[src/rtl/init_ctrl_pkg.sv]
package init_ctrl_pkg;
  localparam int ID_W  = 6;
  localparam int REG_W = 16;

  localparam int B_IDHI = 15;
  localparam int B_ILV  = 14;
  localparam int B_DIS  = 13;
  localparam int B_TSQ  = 12;
  localparam int B_TEN  = 11;
  localparam int B_LSR  = 10;
  localparam int B_PSR  = 9;
  localparam int B_NSR  = 8;
  localparam int B_RPT  = 7;
  localparam int B_PSX  = 6;
  localparam int B_ZERO = 5;
  localparam int ID_LO_W = ID_W - 1;

  typedef enum logic [1:0] {
    PWR_ACTIVE = 2'b00,
    PWR_NAP    = 2'b01,
    PWR_DOWN   = 2'b10,
    PWR_RSVD   = 2'b11
  } pwr_e;

  typedef struct packed {
    logic wrEn;
    logic rdEn;
    logic lockNap;
    logic lockDown;
  } ctlStb_t;
endpackage

[src/rtl/init_ctrl_ctl.sv]
module init_ctrl_ctl
  import init_ctrl_pkg::*;
(
  input  logic            clk,
  input  logic            rst_n,
  input  logic            reqValid,
  input  logic            reqWrite,
  input  logic [ID_W-1:0] reqAddr,
  input  logic [ID_W-1:0] devId,
  input  logic [1:0]      pwrState,
  input  logic            exitStrobe,
  input  logic [ID_W-1:0] exitAddr,
  input  logic            exitSel,
  input  logic            devDisable,
  output ctlStb_t         stb,
  output logic            wake
);
  logic addrHit;
  logic lowPower;
  logic exitBcast;
  logic exitMatch;
  logic exitHit;
  logic wakeNext;

  assign addrHit = (reqAddr == devId);

  always_comb begin
    stb.wrEn     = reqValid &  reqWrite & addrHit;
    stb.rdEn     = reqValid & ~reqWrite & addrHit;
    stb.lockNap  = (pwrState == PWR_NAP);
    stb.lockDown = (pwrState == PWR_DOWN);
  end

  assign lowPower  = (pwrState == PWR_NAP) | (pwrState == PWR_DOWN);
  assign exitBcast = exitAddr[ID_W-1];
  assign exitMatch = (exitAddr[ID_LO_W-1:0] == devId[ID_LO_W-1:0]);
  assign exitHit   = exitSel | exitBcast | exitMatch;
  assign wakeNext  = exitStrobe & lowPower & ~devDisable & exitHit;

  always_ff @(posedge clk or negedge rst_n) begin
    if (!rst_n) wake <= 1'b0;
    else        wake <= wakeNext;
  end

  AST_DISABLED_NO_WAKE: assert property (@(posedge clk) disable iff (!rst_n)
    devDisable |=> !wake);
  AST_WAKE_NEEDS_LOWPWR: assert property (@(posedge clk) disable iff (!rst_n)
    (!lowPower || !exitStrobe) |=> !wake);
endmodule

[src/rtl/init_ctrl_dp.sv]
module init_ctrl_dp
  import init_ctrl_pkg::*;
#(
  parameter logic [ID_W-1:0] RESET_ID = 6'h3F,
  parameter bit              RPT_FLOP = 1'b0
)(
  input  logic             clk,
  input  logic             rst_n,
  input  ctlStb_t          stb,
  input  logic [REG_W-1:0] wrData,
  input  logic             tempTrip,
  input  logic             sioIn,
  output logic             sioOut,
  output logic             rdValid,
  output logic [REG_W-1:0] rdData,
  output logic [ID_W-1:0]  devId,
  output logic             exitSel,
  output logic             devDisable,
  output logic             napSelfRef,
  output logic             pdnSelfRef,
  output logic             lowPwrRef,
  output logic [REG_W-1:0] regWord
);
  logic [ID_W-1:0] idReg;
  logic ilvReg, disReg, tenReg, lsrReg, psrReg, nsrReg, rptReg, psxReg;
  logic tsq;

  always_ff @(posedge clk or negedge rst_n) begin
    if (!rst_n) begin
      idReg  <= RESET_ID;
      ilvReg <= 1'b0;
      disReg <= 1'b0;
      tenReg <= 1'b0;
      lsrReg <= 1'b0;
      psrReg <= 1'b0;
      nsrReg <= 1'b0;
      rptReg <= 1'b1;
      psxReg <= 1'b0;
    end else if (stb.wrEn) begin
      idReg  <= {wrData[B_IDHI], wrData[ID_LO_W-1:0]};
      ilvReg <= wrData[B_ILV];
      disReg <= wrData[B_DIS];
      tenReg <= wrData[B_TEN];
      lsrReg <= wrData[B_LSR];
      psrReg <= stb.lockDown ? (psrReg & wrData[B_PSR]) : wrData[B_PSR];
      nsrReg <= stb.lockNap  ? (nsrReg & wrData[B_NSR]) : wrData[B_NSR];
      rptReg <= wrData[B_RPT];
      psxReg <= wrData[B_PSX];
    end
  end

  assign tsq = tenReg & tempTrip;

  always_comb begin
    regWord                 = '0;
    regWord[B_IDHI]         = idReg[ID_W-1];
    regWord[B_ILV]          = ilvReg;
    regWord[B_DIS]          = disReg;
    regWord[B_TSQ]          = tsq;
    regWord[B_TEN]          = tenReg;
    regWord[B_LSR]          = lsrReg;
    regWord[B_PSR]          = psrReg;
    regWord[B_NSR]          = nsrReg;
    regWord[B_RPT]          = rptReg;
    regWord[B_PSX]          = psxReg;
    regWord[B_ZERO]         = 1'b0;
    regWord[ID_LO_W-1:0]    = idReg[ID_LO_W-1:0];
  end

  always_ff @(posedge clk or negedge rst_n) begin
    if (!rst_n) begin
      rdValid <= 1'b0;
      rdData  <= '0;
    end else begin
      rdValid <= stb.rdEn;
      if (stb.rdEn) rdData <= regWord;
    end
  end

  generate
    if (RPT_FLOP) begin : g_rptFlop
      always_ff @(posedge clk or negedge rst_n) begin
        if (!rst_n) sioOut <= 1'b1;
        else        sioOut <= rptReg ? sioIn : 1'b1;
      end
    end else begin : g_rptComb
      assign sioOut = rptReg ? sioIn : 1'b1;
    end
  endgenerate

  assign devId      = idReg;
  assign exitSel    = psxReg;
  assign devDisable = disReg;
  assign napSelfRef = nsrReg;
  assign pdnSelfRef = psrReg;
  assign lowPwrRef  = lsrReg;

  AST_NAP_LOCK: assert property (@(posedge clk) disable iff (!rst_n)
    (stb.lockNap && !napSelfRef) |=> !napSelfRef);
  AST_DOWN_LOCK: assert property (@(posedge clk) disable iff (!rst_n)
    (stb.lockDown && !pdnSelfRef) |=> !pdnSelfRef);
  AST_ZERO_BIT: assert property (@(posedge clk) disable iff (!rst_n)
    rdValid |-> !rdData[B_ZERO]);
endmodule

[src/rtl/init_ctrl_reg.sv]
module init_ctrl_reg
  import init_ctrl_pkg::*;
#(
  parameter logic [5:0] RESET_ID = 6'h3F,
  parameter bit         RPT_FLOP = 1'b0
)(
  input  logic        clk,
  input  logic        rst_n,
  input  logic        reqValid,
  input  logic        reqWrite,
  input  logic [5:0]  reqAddr,
  input  logic [15:0] reqWdata,
  output logic        rdValid,
  output logic [15:0] rdData,
  input  logic        sioIn,
  output logic        sioOut,
  input  logic [1:0]  pwrState,
  input  logic        exitStrobe,
  input  logic [5:0]  exitAddr,
  input  logic        tempTrip,
  output logic        napSelfRef,
  output logic        pdnSelfRef,
  output logic        lowPwrRef,
  output logic        wake
);
  ctlStb_t          stb;
  logic [ID_W-1:0]  devId;
  logic             exitSel;
  logic             devDisable;
  logic [REG_W-1:0] regWord;
  logic [REG_W-1:0] tsqMask;

  assign tsqMask = ~(REG_W'(1) << B_TSQ);

  init_ctrl_ctl u_ctl (
    .clk(clk), .rst_n(rst_n), .reqValid(reqValid), .reqWrite(reqWrite),
    .reqAddr(reqAddr), .devId(devId), .pwrState(pwrState),
    .exitStrobe(exitStrobe), .exitAddr(exitAddr), .exitSel(exitSel),
    .devDisable(devDisable), .stb(stb), .wake(wake)
  );

  init_ctrl_dp #(.RESET_ID(RESET_ID), .RPT_FLOP(RPT_FLOP)) u_dp (
    .clk(clk), .rst_n(rst_n), .stb(stb), .wrData(reqWdata),
    .tempTrip(tempTrip), .sioIn(sioIn), .sioOut(sioOut),
    .rdValid(rdValid), .rdData(rdData), .devId(devId), .exitSel(exitSel),
    .devDisable(devDisable), .napSelfRef(napSelfRef),
    .pdnSelfRef(pdnSelfRef), .lowPwrRef(lowPwrRef), .regWord(regWord)
  );

  AST_MISS_KEEPS_WORD: assert property (@(posedge clk) disable iff (!rst_n)
    (reqValid && reqAddr != devId) |=> $stable(regWord & tsqMask));
  AST_MISS_NO_READ: assert property (@(posedge clk) disable iff (!rst_n)
    (!reqValid || reqWrite || reqAddr != devId) |=> !rdValid);
endmodule

[config.mk]
export PLATFORM = sky130hd
export DESIGN_NAME = init_ctrl_reg
export DESIGN_NICKNAME = d
export VERILOG_FILES = /design/src/rtl/init_ctrl_pkg.sv /design/src/rtl/init_ctrl_ctl.sv /design/src/rtl/init_ctrl_dp.sv /design/src/rtl/init_ctrl_reg.sv
export SDC_FILE = /design/constraint.sdc
export NUM_CORES = 1
export LEC_CHECK = 0
export ABC_AREA = 1
export BUFFER_PORTS_ARGS = -buffer_cell sky130_fd_sc_hd__buf_2
export CAP_MARGIN = 20
export CORE_MARGIN = 4
export CORE_UTILIZATION = 53
export CTS_CLUSTER_SIZE = 28
export DETAILED_ROUTE_END_ITERATION = 8
export PLACE_DENSITY = 0.84
export SLEW_MARGIN = 5
export SYNTH_ARGS = -nofsm -noshare
export SYNTH_HDL_FRONTEND = slang
export SYNTH_SLANG_ARGS = --single-unit
[constraint.sdc]
create_clock -name clk -period 2.81 [get_ports clk]
set_input_delay 0.4215 -clock clk [delete_from_list [all_inputs] [get_ports clk]]
set_output_delay 0.4215 -clock clk [all_outputs]
set_load 0.05 [all_outputs]
==> flow_summary.rst <==
.. list-table::
   :header-rows: 1

   * - Metric
     - Value
   * - Hold buffer count at cts
     - 0
   * - Floorplan Core Area
     - 3030 um2
   * - Vias in the first global route
     - 1361
   * - Top cells by area, synth
     - sky130_fd_sc_hd__dfrtp_1, sky130_fd_sc_hd__nand2_1, sky130_fd_sc_hd__dfstp_2
   * - Unrepaired setup endpoints after global routing
     - false
   * - Achievable frequency
     - 577 MHz
   * - Result of the run
     - completed
   * - Cell Chain, Critical Path
     - inv_2 -> nand2_1 -> nand2_2 -> inv_2 -> nand2_2 -> nor2_4 -> nand4_1 -> nand2_1
   * - Static leakage
     - 1.19 nW
   * - Final Routed Wirelength
     - 3.44 mm
   * - CTS tree
     - yes
   * - All-layer global routing usage
     - 18.6%
   * - Share of final-layout standard cells stronger than drive strength 1
     - 32.9%
   * - Maximum fanout along the worst path
     - 29
   * - Half-perimeter wire length of the detailed placement result
     - 2.42 mm
   * - Fin Clk Skew
     - 0.0110 ns
   * - Setup TNS Final
     - 0 ns
   * - First-pass GRT wire length
     - 5.89 mm
   * - Num Clock Sinks
     - 31
   * - Portion of synthesized cell area occupied by the leading cell type
     - 36.3%
   * - Count of placed standard cells including taps
     - 288
   * - Data arrival time of the critical path
     - 2.00 ns
   * - Max-slew violation total from the final report
     - 0
   * - Stage delay of the slowest cell on the critical path
     - 0.59 ns
   * - Antenna-violating nets left
     - 0
   * - Root buffer cell
     - sky130_fd_sc_hd__clkbuf_4
   * - Die area
     - 4080 um2
   * - Final worst path period share
     - 61.7%
   * - Largest net degree at the start of global routing
     - 32
   * - Pre-CTS worst setup slack
     - 1.11 ns
   * - Post-detailed-placement cell area
     - 1900 um2
   * - Worst rel slew slack
     - 56.4%
   * - Worst setup path class
     - flip-flop to flip-flop
   * - Number of design rule violations left after detail routing
     - 0
   * - Number of nets in the layout
     - 290
   * - Commonest cells after routing, fill and taps aside
     - sky130_fd_sc_hd__nand2_1, sky130_fd_sc_hd__buf_2, sky130_fd_sc_hd__nand4_1
   * - Avg Vias per Cell
     - 4.88
   * - Crit path max-delay cell type
     - sky130_fd_sc_hd__dfstp_2
   * - Seq cells post-synth
     - 31
   * - Largest area contributor in the synthesized netlist
     - sky130_fd_sc_hd__dfrtp_1
   * - Buffer depth of the longest clock path
     - 2
   * - First-iteration detailed-routing DRC count
     - 101
   * - TritonCTS Buffers
     - 5
   * - Min Tclk post-route
     - 1.73 ns
   * - Most frequent standard cell in the layout excluding fill and tap cells
     - sky130_fd_sc_hd__nand2_1
   * - Number of distinct library cells after synthesis
     - 21
   * - Final global-route overflow total
     - 0
   * - Total standard cell area after synthesis
     - 1660 um2
   * - Initial core utilization
     - 54.7%
   * - Crit start category
     - flip-flop
   * - Sequential-to-total area share from yosys stat
     - 47.4%
   * - Synth-to-Final Area Change
     - 20.0%
   * - Length of the first detailed-routing pass in iterations
     - 5
   * - Diodes inserted
     - 0
   * - Synth warn
     - 0
   * - Filler cell count in the final layout
     - 280
   * - Non-filler instance count after layout
     - 296
   * - Antenna violations before repair
     - 0
   * - Kind of end point of the critical path
     - flip-flop
   * - Site row count
     - 20
   * - Total number of vias
     - 1444
   * - Classification of the worst-slack hold path
     - primary input to asynchronous set/reset pin
   * - Slew at the pin closest to its max-slew limit
     - 0.654 ns
   * - R2R depth
     - 8
   * - Count of final setup violators
     - 0
   * - Largest voltage drop on the vdd net
     - 0.258 mV
   * - CTS HTree Levels
     - 2
   * - Cell area power density
     - 549 nW/um2
   * - Horizontal die dimension
     - 63.9 um
   * - Post-Synthesis Net Count
     - 238
   * - Drt wl/cell
     - 11.6 um
   * - Final WS setup
     - 1.08 ns
   * - Finished Cell Area
     - 1990 um2
   * - Max-cap violation count
     - 0
   * - Clock edge transition at the registers on the reported setup and hold paths
     - 0.10 ns
   * - Worst skew pair latency
     - 0.33 ns
   * - Required time at the worst-slack endpoint
     - 3.07 ns
   * - Die Y
     - 63.9 um
   * - Number of hold-slack violations in the final timing report
     - 0
   * - Post-CTS Repair Setup Buffers
     - 0
   * - Placer Congestion
     - 0.799
   * - Io pins
     - 59
   * - Buffers added on ports
     - 55
   * - Mapped Cells
     - 199
   * - Number of gates resized after CTS
     - 0
   * - Syn avg cell area
     - 8.32 um2
## stage by stage
step / utilization, % / total power [mW] / hold WS, ns
floorplan: - / 0.684 / 0.126
global placement: 62.8 / 0.736 / 0.451
detailed placement: 62.8 / 0.741 / 0.455
CTS: 65.7 / 1.10 / 0.122
global route: 65.7 / 1.15 / 0.149
finish: 65.7 / 1.09 / 0.109
## sequential cells by signal (all words and copies together), names as in the netlist
register	flops
u_dp.rdData	15
u_dp.devId	6
u_ctl.wake	1
u_dp.devDisable	1
u_dp.exitSel	1
u_dp.ilvReg	1
u_dp.lowPwrRef	1
u_dp.napSelfRef	1
u_dp.pdnSelfRef	1
u_dp.rdValid	1
u_dp.rptReg	1
u_dp.tenReg	1
## worst paths after layout
kind,end,from,slack (ns)
max,u_dp.rdData[4]$_DFFE_PN0P_,u_dp.devId[2]$_DFFE_PN1P_,1.08
min,u_ctl.wake$_DFF_PN0_,rst_n,0.11
max reg2reg,u_dp.rdData[4]$_DFFE_PN0P_,u_dp.devId[2]$_DFFE_PN1P_,1.08
min reg2reg,u_dp.rdData[4]$_DFFE_PN0P_,u_dp.rdData[4]$_DFFE_PN0P_,0.47
max in group asynchronous,u_dp.rdData[2]$_DFFE_PN0P_,rst_n,2.27
min in group clk,u_dp.devId[4]$_DFFE_PN1P_,reqWdata[4],0.30
## synthesized netlist by cell type
master	count
sky130_fd_sc_hd__xnor2_1	2
sky130_fd_sc_hd__nand4_1	29
sky130_fd_sc_hd__nand2_2	3
sky130_fd_sc_hd__conb_1	1
sky130_fd_sc_hd__inv_1	19
sky130_fd_sc_hd__a21oi_1	1
sky130_fd_sc_hd__nor2_1	7
sky130_fd_sc_hd__buf_6	6
sky130_fd_sc_hd__buf_2	5
sky130_fd_sc_hd__dfstp_2	7
sky130_fd_sc_hd__ha_1	2
sky130_fd_sc_hd__nand4_4	1
sky130_fd_sc_hd__buf_4	1
sky130_fd_sc_hd__inv_2	3
sky130_fd_sc_hd__dfrtp_1	24
sky130_fd_sc_hd__nand2_1	77
sky130_fd_sc_hd__xor2_1	4
sky130_fd_sc_hd__nor2_4	3
sky130_fd_sc_hd__nand3_1	1
sky130_fd_sc_hd__a21boi_0	2
sky130_fd_sc_hd__nand4_2	1
## report_power, final
part           total (mW)  leakage, nW  internal, mW  switching (mW)
clock network       0.360       0.0482         0.210           0.150
logic               0.215        0.739        0.0670           0.148
registers           0.517        0.405         0.485          0.0314
## per-layer routing
layer	vias up	track usage, %	share of wire [%]
met2	46	31.0	46
li1	736	-	-
met1	654	23.4	46
met3	8	3.16	5.9
met4	0	8.63	2.0
met5	-	0	0
## kinds of logic (layout without fill, tap and decap cells)
| group | Yosys count | count (layout) | share of synthesized area, % |
|---|---|---|---|
| AND/OR/NAND/NOR | 122 | 122 | 35.5 |
| buffers and inverters | 34 | 87 | 11.0 |
| flip-flops | 31 | 31 | 47.4 |
| XOR/XNOR | 6 | 6 | 3.17 |
| AO/OA/AOI/OAI | 3 | 3 | 1.21 |
| adder cells (fa/ha/maj) | 2 | 2 | 1.51 |
| other | 1 | 1 | 0.226 |
## area by class of cell
class	instances	area [um2]	area share [%]
clock inverters	2	35.0	1.76
repair buffers	57	290	14.6
inverters	22	82.6	4.15
clock buffers	6	51.3	2.58
well taps	44	55.1	2.77
flip-flops and latches	31	785	39.5
multi-input cells	134	689	34.7
## worst max-delay path: cells and delay by family (launching register included)
kind / cells / cell delay [ns]
simple gates: 6 / 0.98
flops: 1 / 0.59
buf+inv: 2 / 0.08
Power figures use the tool's default switching activity.
